File: src/rtl/acq_trig_pkg.sv
package acq_trig_pkg;
  typedef enum logic {
    MODE_CONT = 1'b0,
    MODE_TRIG = 1'b1
  } acq_mode_e;

  localparam int unsigned EV_HW_TRIG   = 0;
  localparam int unsigned EV_CASC_TRIG = 1;
  localparam int unsigned EV_CASC_ARM  = 2;
  localparam int unsigned EV_SW_ARM    = 3;
  localparam int unsigned EV_NUM       = 4;
endpackage

File: src/rtl/acq_edge_det.sv
module acq_edge_det #(
  parameter int unsigned WIDTH = 4
) (
  input  logic             clk_i,
  input  logic             rst_ni,
  input  logic [WIDTH-1:0] lvl_i,
  output logic [WIDTH-1:0] rise_o
);
  logic [WIDTH-1:0] prev_q;

  for (genvar g = 0; g < WIDTH; g++) begin : g_bit
    always_ff @(posedge clk_i or negedge rst_ni) begin
      if (!rst_ni) prev_q[g] <= 1'b0;
      else         prev_q[g] <= lvl_i[g];
    end
    assign rise_o[g] = lvl_i[g] & ~prev_q[g];


    single_event_chk: assert property (@(posedge clk_i) disable iff (!rst_ni)
      rise_o[g] |=> !rise_o[g]);
  end
endmodule

File: src/rtl/acq_capture_fsm.sv
module acq_capture_fsm
  import acq_trig_pkg::*;
(
  input  logic      clk_i,
  input  logic      rst_ni,
  input  logic      trig_ev_i,
  input  logic      arm_ev_i,
  input  acq_mode_e mode_i,
  input  logic      auto_rearm_i,
  input  logic      pause_i,
  input  logic      freeze_i,
  input  logic      hdr_en_i,
  input  logic      pkt_done_i,
  output logic      start_o,
  output logic      hdr_o,
  output logic      invalid_o,
  output logic      busy_o,
  output logic      armed_o,
  output logic      overrun_ev_o,
  output logic      pause_blk_o
);
  logic busy_q, armed_q, start_q, hdr_q, inv_q;
  logic eligible, fire;

  assign eligible     = trig_ev_i & ~busy_q & ((mode_i == MODE_CONT) | armed_q);
  assign fire         = eligible & ~pause_i;
  assign pause_blk_o  = eligible & pause_i;
  assign overrun_ev_o = trig_ev_i & busy_q;

  always_ff @(posedge clk_i or negedge rst_ni) begin
    if (!rst_ni) begin
      busy_q  <= 1'b0;
      armed_q <= 1'b0;
      start_q <= 1'b0;
      hdr_q   <= 1'b0;
      inv_q   <= 1'b0;
    end else begin
      start_q <= fire;
      if (fire) begin
        hdr_q <= hdr_en_i;
        inv_q <= freeze_i;
      end
      if (fire)            busy_q <= 1'b1;
      else if (pkt_done_i) busy_q <= 1'b0;
      // arm edge wins over the disarm that a start causes
      if (arm_ev_i)
        armed_q <= 1'b1;
      else if (fire && mode_i == MODE_TRIG)
        armed_q <= 1'b0;
      else if (pkt_done_i && busy_q && auto_rearm_i && mode_i == MODE_TRIG)
        armed_q <= 1'b1;
    end
  end

  assign start_o   = start_q;
  assign hdr_o     = start_q & hdr_q;
  assign invalid_o = start_q & inv_q;
  assign busy_o    = busy_q;
  assign armed_o   = armed_q;


  start_pulse_chk: assert property (@(posedge clk_i) disable iff (!rst_ni)
    start_q |=> !start_q);

  start_sets_busy_chk: assert property (@(posedge clk_i) disable iff (!rst_ni)
    start_q |-> busy_q);

  no_start_when_busy_chk: assert property (@(posedge clk_i) disable iff (!rst_ni)
    (trig_ev_i && busy_q) |=> !start_q);

  no_start_paused_chk: assert property (@(posedge clk_i) disable iff (!rst_ni)
    pause_i |=> !start_q);

  disarm_after_start_chk: assert property (@(posedge clk_i) disable iff (!rst_ni)
    (fire && mode_i == MODE_TRIG && !arm_ev_i) |=> !armed_q);
endmodule

File: src/rtl/acq_status.sv
module acq_status #(
  parameter int unsigned N_LANES = 4,
  parameter int unsigned OVR_W   = 8
) (
  input  logic               clk_i,
  input  logic               rst_ni,
  input  logic [N_LANES-1:0] link_ready_i,
  input  logic               pause_blk_i,
  input  logic               overrun_ev_i,
  output logic               stream_err_o,
  output logic               pause_err_o,
  output logic [OVR_W-1:0]   overrun_cnt_o
);
  localparam logic [OVR_W-1:0] OVR_MAX = {OVR_W{1'b1}};

  logic             stream_err_q, pause_err_q;
  logic [OVR_W-1:0] ovr_q;

  always_ff @(posedge clk_i or negedge rst_ni) begin
    if (!rst_ni) begin
      stream_err_q <= 1'b0;
      pause_err_q  <= 1'b0;
      ovr_q        <= '0;
    end else begin
      if (!(&link_ready_i)) stream_err_q <= 1'b1;
      if (pause_blk_i)      pause_err_q  <= 1'b1;
      if (overrun_ev_i && ovr_q != OVR_MAX) ovr_q <= ovr_q + 1'b1;
    end
  end

  assign stream_err_o  = stream_err_q;
  assign pause_err_o   = pause_err_q;
  assign overrun_cnt_o = ovr_q;


  stream_err_sticky_chk: assert property (@(posedge clk_i) disable iff (!rst_ni)
    stream_err_q |=> stream_err_q);

  pause_err_sticky_chk: assert property (@(posedge clk_i) disable iff (!rst_ni)
    pause_err_q |=> pause_err_q);

  ovr_monotonic_chk: assert property (@(posedge clk_i) disable iff (!rst_ni)
    (ovr_q == OVR_MAX) |=> (ovr_q == OVR_MAX));
endmodule

File: src/rtl/acq_trig_ctrl.sv
module acq_trig_ctrl
  import acq_trig_pkg::*;
#(
  parameter int unsigned N_LANES = 4,
  parameter int unsigned OVR_W   = 8
) (
  input  logic               clk_i,
  input  logic               rst_ni,
  input  logic               hw_trig_i,
  input  logic               casc_trig_i,
  input  logic               casc_arm_i,
  input  logic               freeze_i,
  input  logic [N_LANES-1:0] link_ready_i,
  input  logic               pause_i,
  input  logic               pkt_done_i,
  input  logic               cfg_mode_i,
  input  logic               cfg_casc_en_i,
  input  logic               cfg_auto_rearm_i,
  input  logic               cfg_arm_i,
  input  logic               cfg_sw_trig_i,
  input  logic               cfg_hdr_en_i,
  output logic               start_o,
  output logic               start_hdr_o,
  output logic               start_invalid_o,
  output logic               busy_o,
  output logic               armed_o,
  output logic               casc_trig_o,
  output logic               casc_arm_o,
  output logic               stream_err_o,
  output logic               pause_err_o,
  output logic [OVR_W-1:0]   overrun_cnt_o
);
  logic [EV_NUM-1:0] lvl, rise;
  logic trig_ev, arm_ev, overrun_ev, pause_blk;

  assign lvl[EV_HW_TRIG]   = hw_trig_i;
  assign lvl[EV_CASC_TRIG] = casc_trig_i;
  assign lvl[EV_CASC_ARM]  = casc_arm_i;
  assign lvl[EV_SW_ARM]    = cfg_arm_i;

  acq_edge_det #(.WIDTH(EV_NUM)) u_edge (
    .clk_i  (clk_i),
    .rst_ni (rst_ni),
    .lvl_i  (lvl),
    .rise_o (rise)
  );

  assign trig_ev = rise[EV_HW_TRIG] | (cfg_casc_en_i & rise[EV_CASC_TRIG]);
  assign arm_ev  = rise[EV_CASC_ARM] | rise[EV_SW_ARM];

  acq_capture_fsm u_fsm (
    .clk_i        (clk_i),
    .rst_ni       (rst_ni),
    .trig_ev_i    (trig_ev),
    .arm_ev_i     (arm_ev),
    .mode_i       (acq_mode_e'(cfg_mode_i)),
    .auto_rearm_i (cfg_auto_rearm_i),
    .pause_i      (pause_i),
    .freeze_i     (freeze_i),
    .hdr_en_i     (cfg_hdr_en_i),
    .pkt_done_i   (pkt_done_i),
    .start_o      (start_o),
    .hdr_o        (start_hdr_o),
    .invalid_o    (start_invalid_o),
    .busy_o       (busy_o),
    .armed_o      (armed_o),
    .overrun_ev_o (overrun_ev),
    .pause_blk_o  (pause_blk)
  );

  acq_status #(.N_LANES(N_LANES), .OVR_W(OVR_W)) u_status (
    .clk_i         (clk_i),
    .rst_ni        (rst_ni),
    .link_ready_i  (link_ready_i),
    .pause_blk_i   (pause_blk),
    .overrun_ev_i  (overrun_ev),
    .stream_err_o  (stream_err_o),
    .pause_err_o   (pause_err_o),
    .overrun_cnt_o (overrun_cnt_o)
  );

  assign casc_trig_o = cfg_sw_trig_i;
  assign casc_arm_o  = cfg_arm_i;


  casc_gated_chk: assert property (@(posedge clk_i) disable iff (!rst_ni)
    (!cfg_casc_en_i && !hw_trig_i && !busy_o) |=> !start_o);

  arm_edge_chk: assert property (@(posedge clk_i) disable iff (!rst_ni)
    ($rose(casc_arm_i) || $rose(cfg_arm_i)) |=> armed_o);
endmodule

File: config.mk
export PLATFORM = sky130hd
export DESIGN_NAME = acq_trig_ctrl
export DESIGN_NICKNAME = d
export VERILOG_FILES = /design/src/rtl/acq_trig_pkg.sv /design/src/rtl/acq_edge_det.sv /design/src/rtl/acq_capture_fsm.sv /design/src/rtl/acq_status.sv /design/src/rtl/acq_trig_ctrl.sv
export SDC_FILE = /design/constraint.sdc
export NUM_CORES = 1
export LEC_CHECK = 0
export CAP_MARGIN = 20
export CORE_MARGIN = 2
export CORE_UTILIZATION = 35
export CTS_CLUSTER_SIZE = 8
export DETAILED_ROUTE_END_ITERATION = 6
export GPL_ROUTABILITY_DRIVEN = 0
export PLACE_DENSITY = 0.67
export SKIP_CTS_REPAIR_TIMING = 1
export SYNTH_ARGS = -nofsm -noshare
export SYNTH_HDL_FRONTEND = slang
export SYNTH_SLANG_ARGS = --single-unit
File: constraint.sdc
create_clock -name clk_i -period 2.8 [get_ports clk_i]
set_input_delay 0.28 -clock clk_i [delete_from_list [all_inputs] [get_ports clk_i]]
set_output_delay 0.28 -clock clk_i [all_outputs]
set_load 0.02 [all_outputs]
==> summary.md <==
| Metric | Value |
|---|---|
| Initial antenna violation count | 0 |
| Peak VDD IR | ~0.46 mV |
| CP max stage cell | clkdlybuf4s50_1 |
| Outcome | complete, no violations |
| Htree depth | 1 |
| Max cap viols | 0 |
| Number of global-route vias before repair | 598 |
| Clk root buf | clkbuf_4 |
| Sequential element share of the synthesized area | 53.7% |
| Setup WS post-layout | around 1.1 ns |
| Largest net degree at the start of global routing | 20 |
| Nets | between 100 and 150 |
| Type of the worst min-delay path | primary input to asynchronous set/reset pin |
| Routed length per instance | around 12 um |
| Setup Slack @ Placement | just over 0.9 ns |
| Site Rows | 18 |
| Placed insts | 130 |
| Vias | just over 600 |
| First-pass GRT wire length | approximately 2500 um |
| Final critical-path share of the clock period | between 60% and 70% |
| Cell Chain, Critical Path | clkdlybuf4s50_1 |
| Worst Reg-to-Reg Cells | 5 |
| Fmax achieved | a little under 600 MHz |
| Min cycle time layout | approximately 1.7 ns |
| Final hold vios | 0 |
| GRT Overall Usage | around an eighth |
| Fill cell count | between 200 and 250 |
| Cell Area, Placed | 1230 um2 |
| Synth Register Bits | 19 |
| Largest cells by area after synthesis | dfrtp_1 (54%), xor2_1 (4.0%), mux2_1 (3.8%) |
| Commonest non-fill, non-tap cell in the layout | clkdlybuf4s50_1 |
| RSZ-0062 raised after global routing | false |
| Vias per cell | 4.56 |
| Post-synth top area share | a little over half |
| Avg Inst Size Synth | ~13 um2 |
| Max clock buf depth | 2 |
| Startpoint class of the critical path | register |
| Clock transition at path regs | ~0.10 ns |
| Core outline area | 2430 um2 |
| Syn_nets | between 80 and 90 |
| Synthesized cell area | 886 um2 |
| Die height | ~54 um |
| Utilization after layout | 51.6% |
| Die area | 2950 um2 |
| Final wirelength | between 1500 and 2000 um |
| Worst slew pin tran | roughly 0.8 ns |
| Slew headroom | between 40% and 50% |
| Cells after Synth | 70 |
| CP max stage delay | around 0.65 ns |
| Pwr dens | between 600 and 700 nW/um2 |
| DR pass1 iterations | 2 |
| Initial Util | 36.4% |
| DR DRC count | 0 |
| Slew Viols, Final | 0 |
| First DRT Iteration DRCs | 3 |
| DP Wirelength | about 1300 um |
| Final TNS setup | 0 ns |
| Num CTS Buffers | 3 |
| Worst EP required | 2.52 ns |
| Crit. End Element | output port |
| Ant. Diodes | 0 |
| Yosys warning total | 0 |
| Setup violators final | 0 |
| Post-synth cell types | 31 |
| IO buf count | 32 |
| Static leakage | 0.000545 uW |
| Die span in x | around 54 um |
| IO Pins | 35 |
| Layout Area Growth over Synthesis | 41.8% |
| Leading area contributor after synthesis | dfrtp_1 |
| CTS tree | yes |
| Clock Sinks | 19 |
| WS Path Type | register to output port |
| WP data arrival | around 1.4 ns |
| Antenna Nets Post-Route | 0 |
| Final std cells w/o fill | ~130 |
| Family with the most delay on the worst path | buffers and inverters |
| CP Buf/Inv Count | 1 |
| Final Instance Area | 1260 um2 |
| Skew-Pair Late Insertion Delay | slightly below 0.3 ns |
| Critical Path Stages | 1 |
| Maximum fanout along the worst path | 6 |
| GR Overflow Total | 0 |
| Layout cell share with drive strength beyond 1 | between 10% and 20% |
| Skew final | roughly 0.0038 ns |
| Most frequent cells in the layout | clkdlybuf4s50_1 (32), dfrtp_1 (19), inv_1 (6) |
==> power breakdown <==
part           switching [uW]  internal, uW  leakage, uW
clock                    78.2          53.1    0.0000177
combinational             127           149     0.000301
sequential               61.6           325     0.000226
==> layout make-up <==
class	count	area (um2)	share of cell area [%]
timing repair buffer	32	320	25.5
sequential	19	475	37.8
multi-input combinational	42	369	29.4
clock buffer	3	22.5	1.79
clock inverter	1	5.00	0.398
tap	30	37.5	2.99
inverter	7	26.3	2.09
==> path summary, 6_finish.rpt <==
check / start / end / slack [ns]
setup / recovery: u_status.overrun_cnt_o[4] / overrun_cnt_o[4] / 1.09
hold / removal: rst_ni / u_status.overrun_cnt_o[3] / 0.45
setup reg to reg: u_status.overrun_cnt_o[0] / u_status.overrun_cnt_o[1] / 1.17
hold reg to reg: u_status.pause_err_o / u_status.pause_err_o / 0.46
max in group asynchronous: rst_ni / u_status.overrun_cnt_o[6] / 1.86
min in group clk_i: u_status.pause_err_o / u_status.pause_err_o / 0.46
==> flip-flops by register name, indices dropped and copies added (netlist names) <==
| signal | flops |
|---|---|
| u_fsm.start_o | 1 |
| u_fsm.hdr_q | 1 |
| u_status.overrun_cnt_o | 8 |
| u_fsm.inv_q | 1 |
| u_edge.prev_q | 4 |
| u_status.pause_err_o | 1 |
| u_fsm.armed_o | 1 |
| u_status.stream_err_o | 1 |
| u_fsm.busy_o | 1 |
==> cells by family (layout without fill, tap and decap cells) <==
family | Yosys count | after routing | share of synthesized area [%]
buffers and inverters | 9 | 43 | 4.66
and+or+nand+nor | 24 | 24 | 20.2
DFF | 19 | 19 | 53.7
muxes | 5 | 5 | 6.64
AOI/OAI and AO/OA | 7 | 7 | 7.63
adders and majority gates | 1 | 1 | 1.41
xor gates and xnor gates | 5 | 5 | 5.79
==> synthesized netlist by cell type <==
master,count
a21bo_4,1
a21o_1,2
a21oi_1,1
a221oi_2,1
a22oi_1,1
a32oi_1,1
and2_1,3
and2b_2,1
and2b_4,1
and4_4,1
buf_4,2
clkinv_1,1
dfrtp_1,19
ha_1,1
inv_1,6
mux2_1,3
mux2_4,1
mux2i_1,1
nand2_1,2
nand2b_1,1
nand3_1,3
nand3b_4,1
nand4_1,3
nor2_1,1
nor2_2,1
nor3_1,2
nor4_2,2
or2_2,1
or3_4,1
xnor2_2,1
xor2_1,4
==> stage by stage <==
stage | total power, uW | hold slack (ns)
6_report | 793 | 0.445
5_1_grt | 855 | 0.441
4_1_cts | 807 | 0.458
3_5_place_dp | 669 | 0.444
3_3_place_gp | 662 | 0.459
2_1_floorplan | 529 | -0.0156
==> per-layer routing <==
layer	wire, um	part of all wire [%]	track usage [%]
met1	798	50	16.2
met2	650	41	18.7
met3	139	8.7	5.19
met4	6	0.38	2.50
met5	0	0	0
==> worst reg2reg max path: stages, from the launching register on <==
cell,delay [ns]
dfrtp_1,0.44
ha_1,0.24
nand3_1,0.16
and2b_4,0.22
nor2_2,0.15
mux2_4,0.32
No activity file was read; power rests on OpenSTA's default activity.
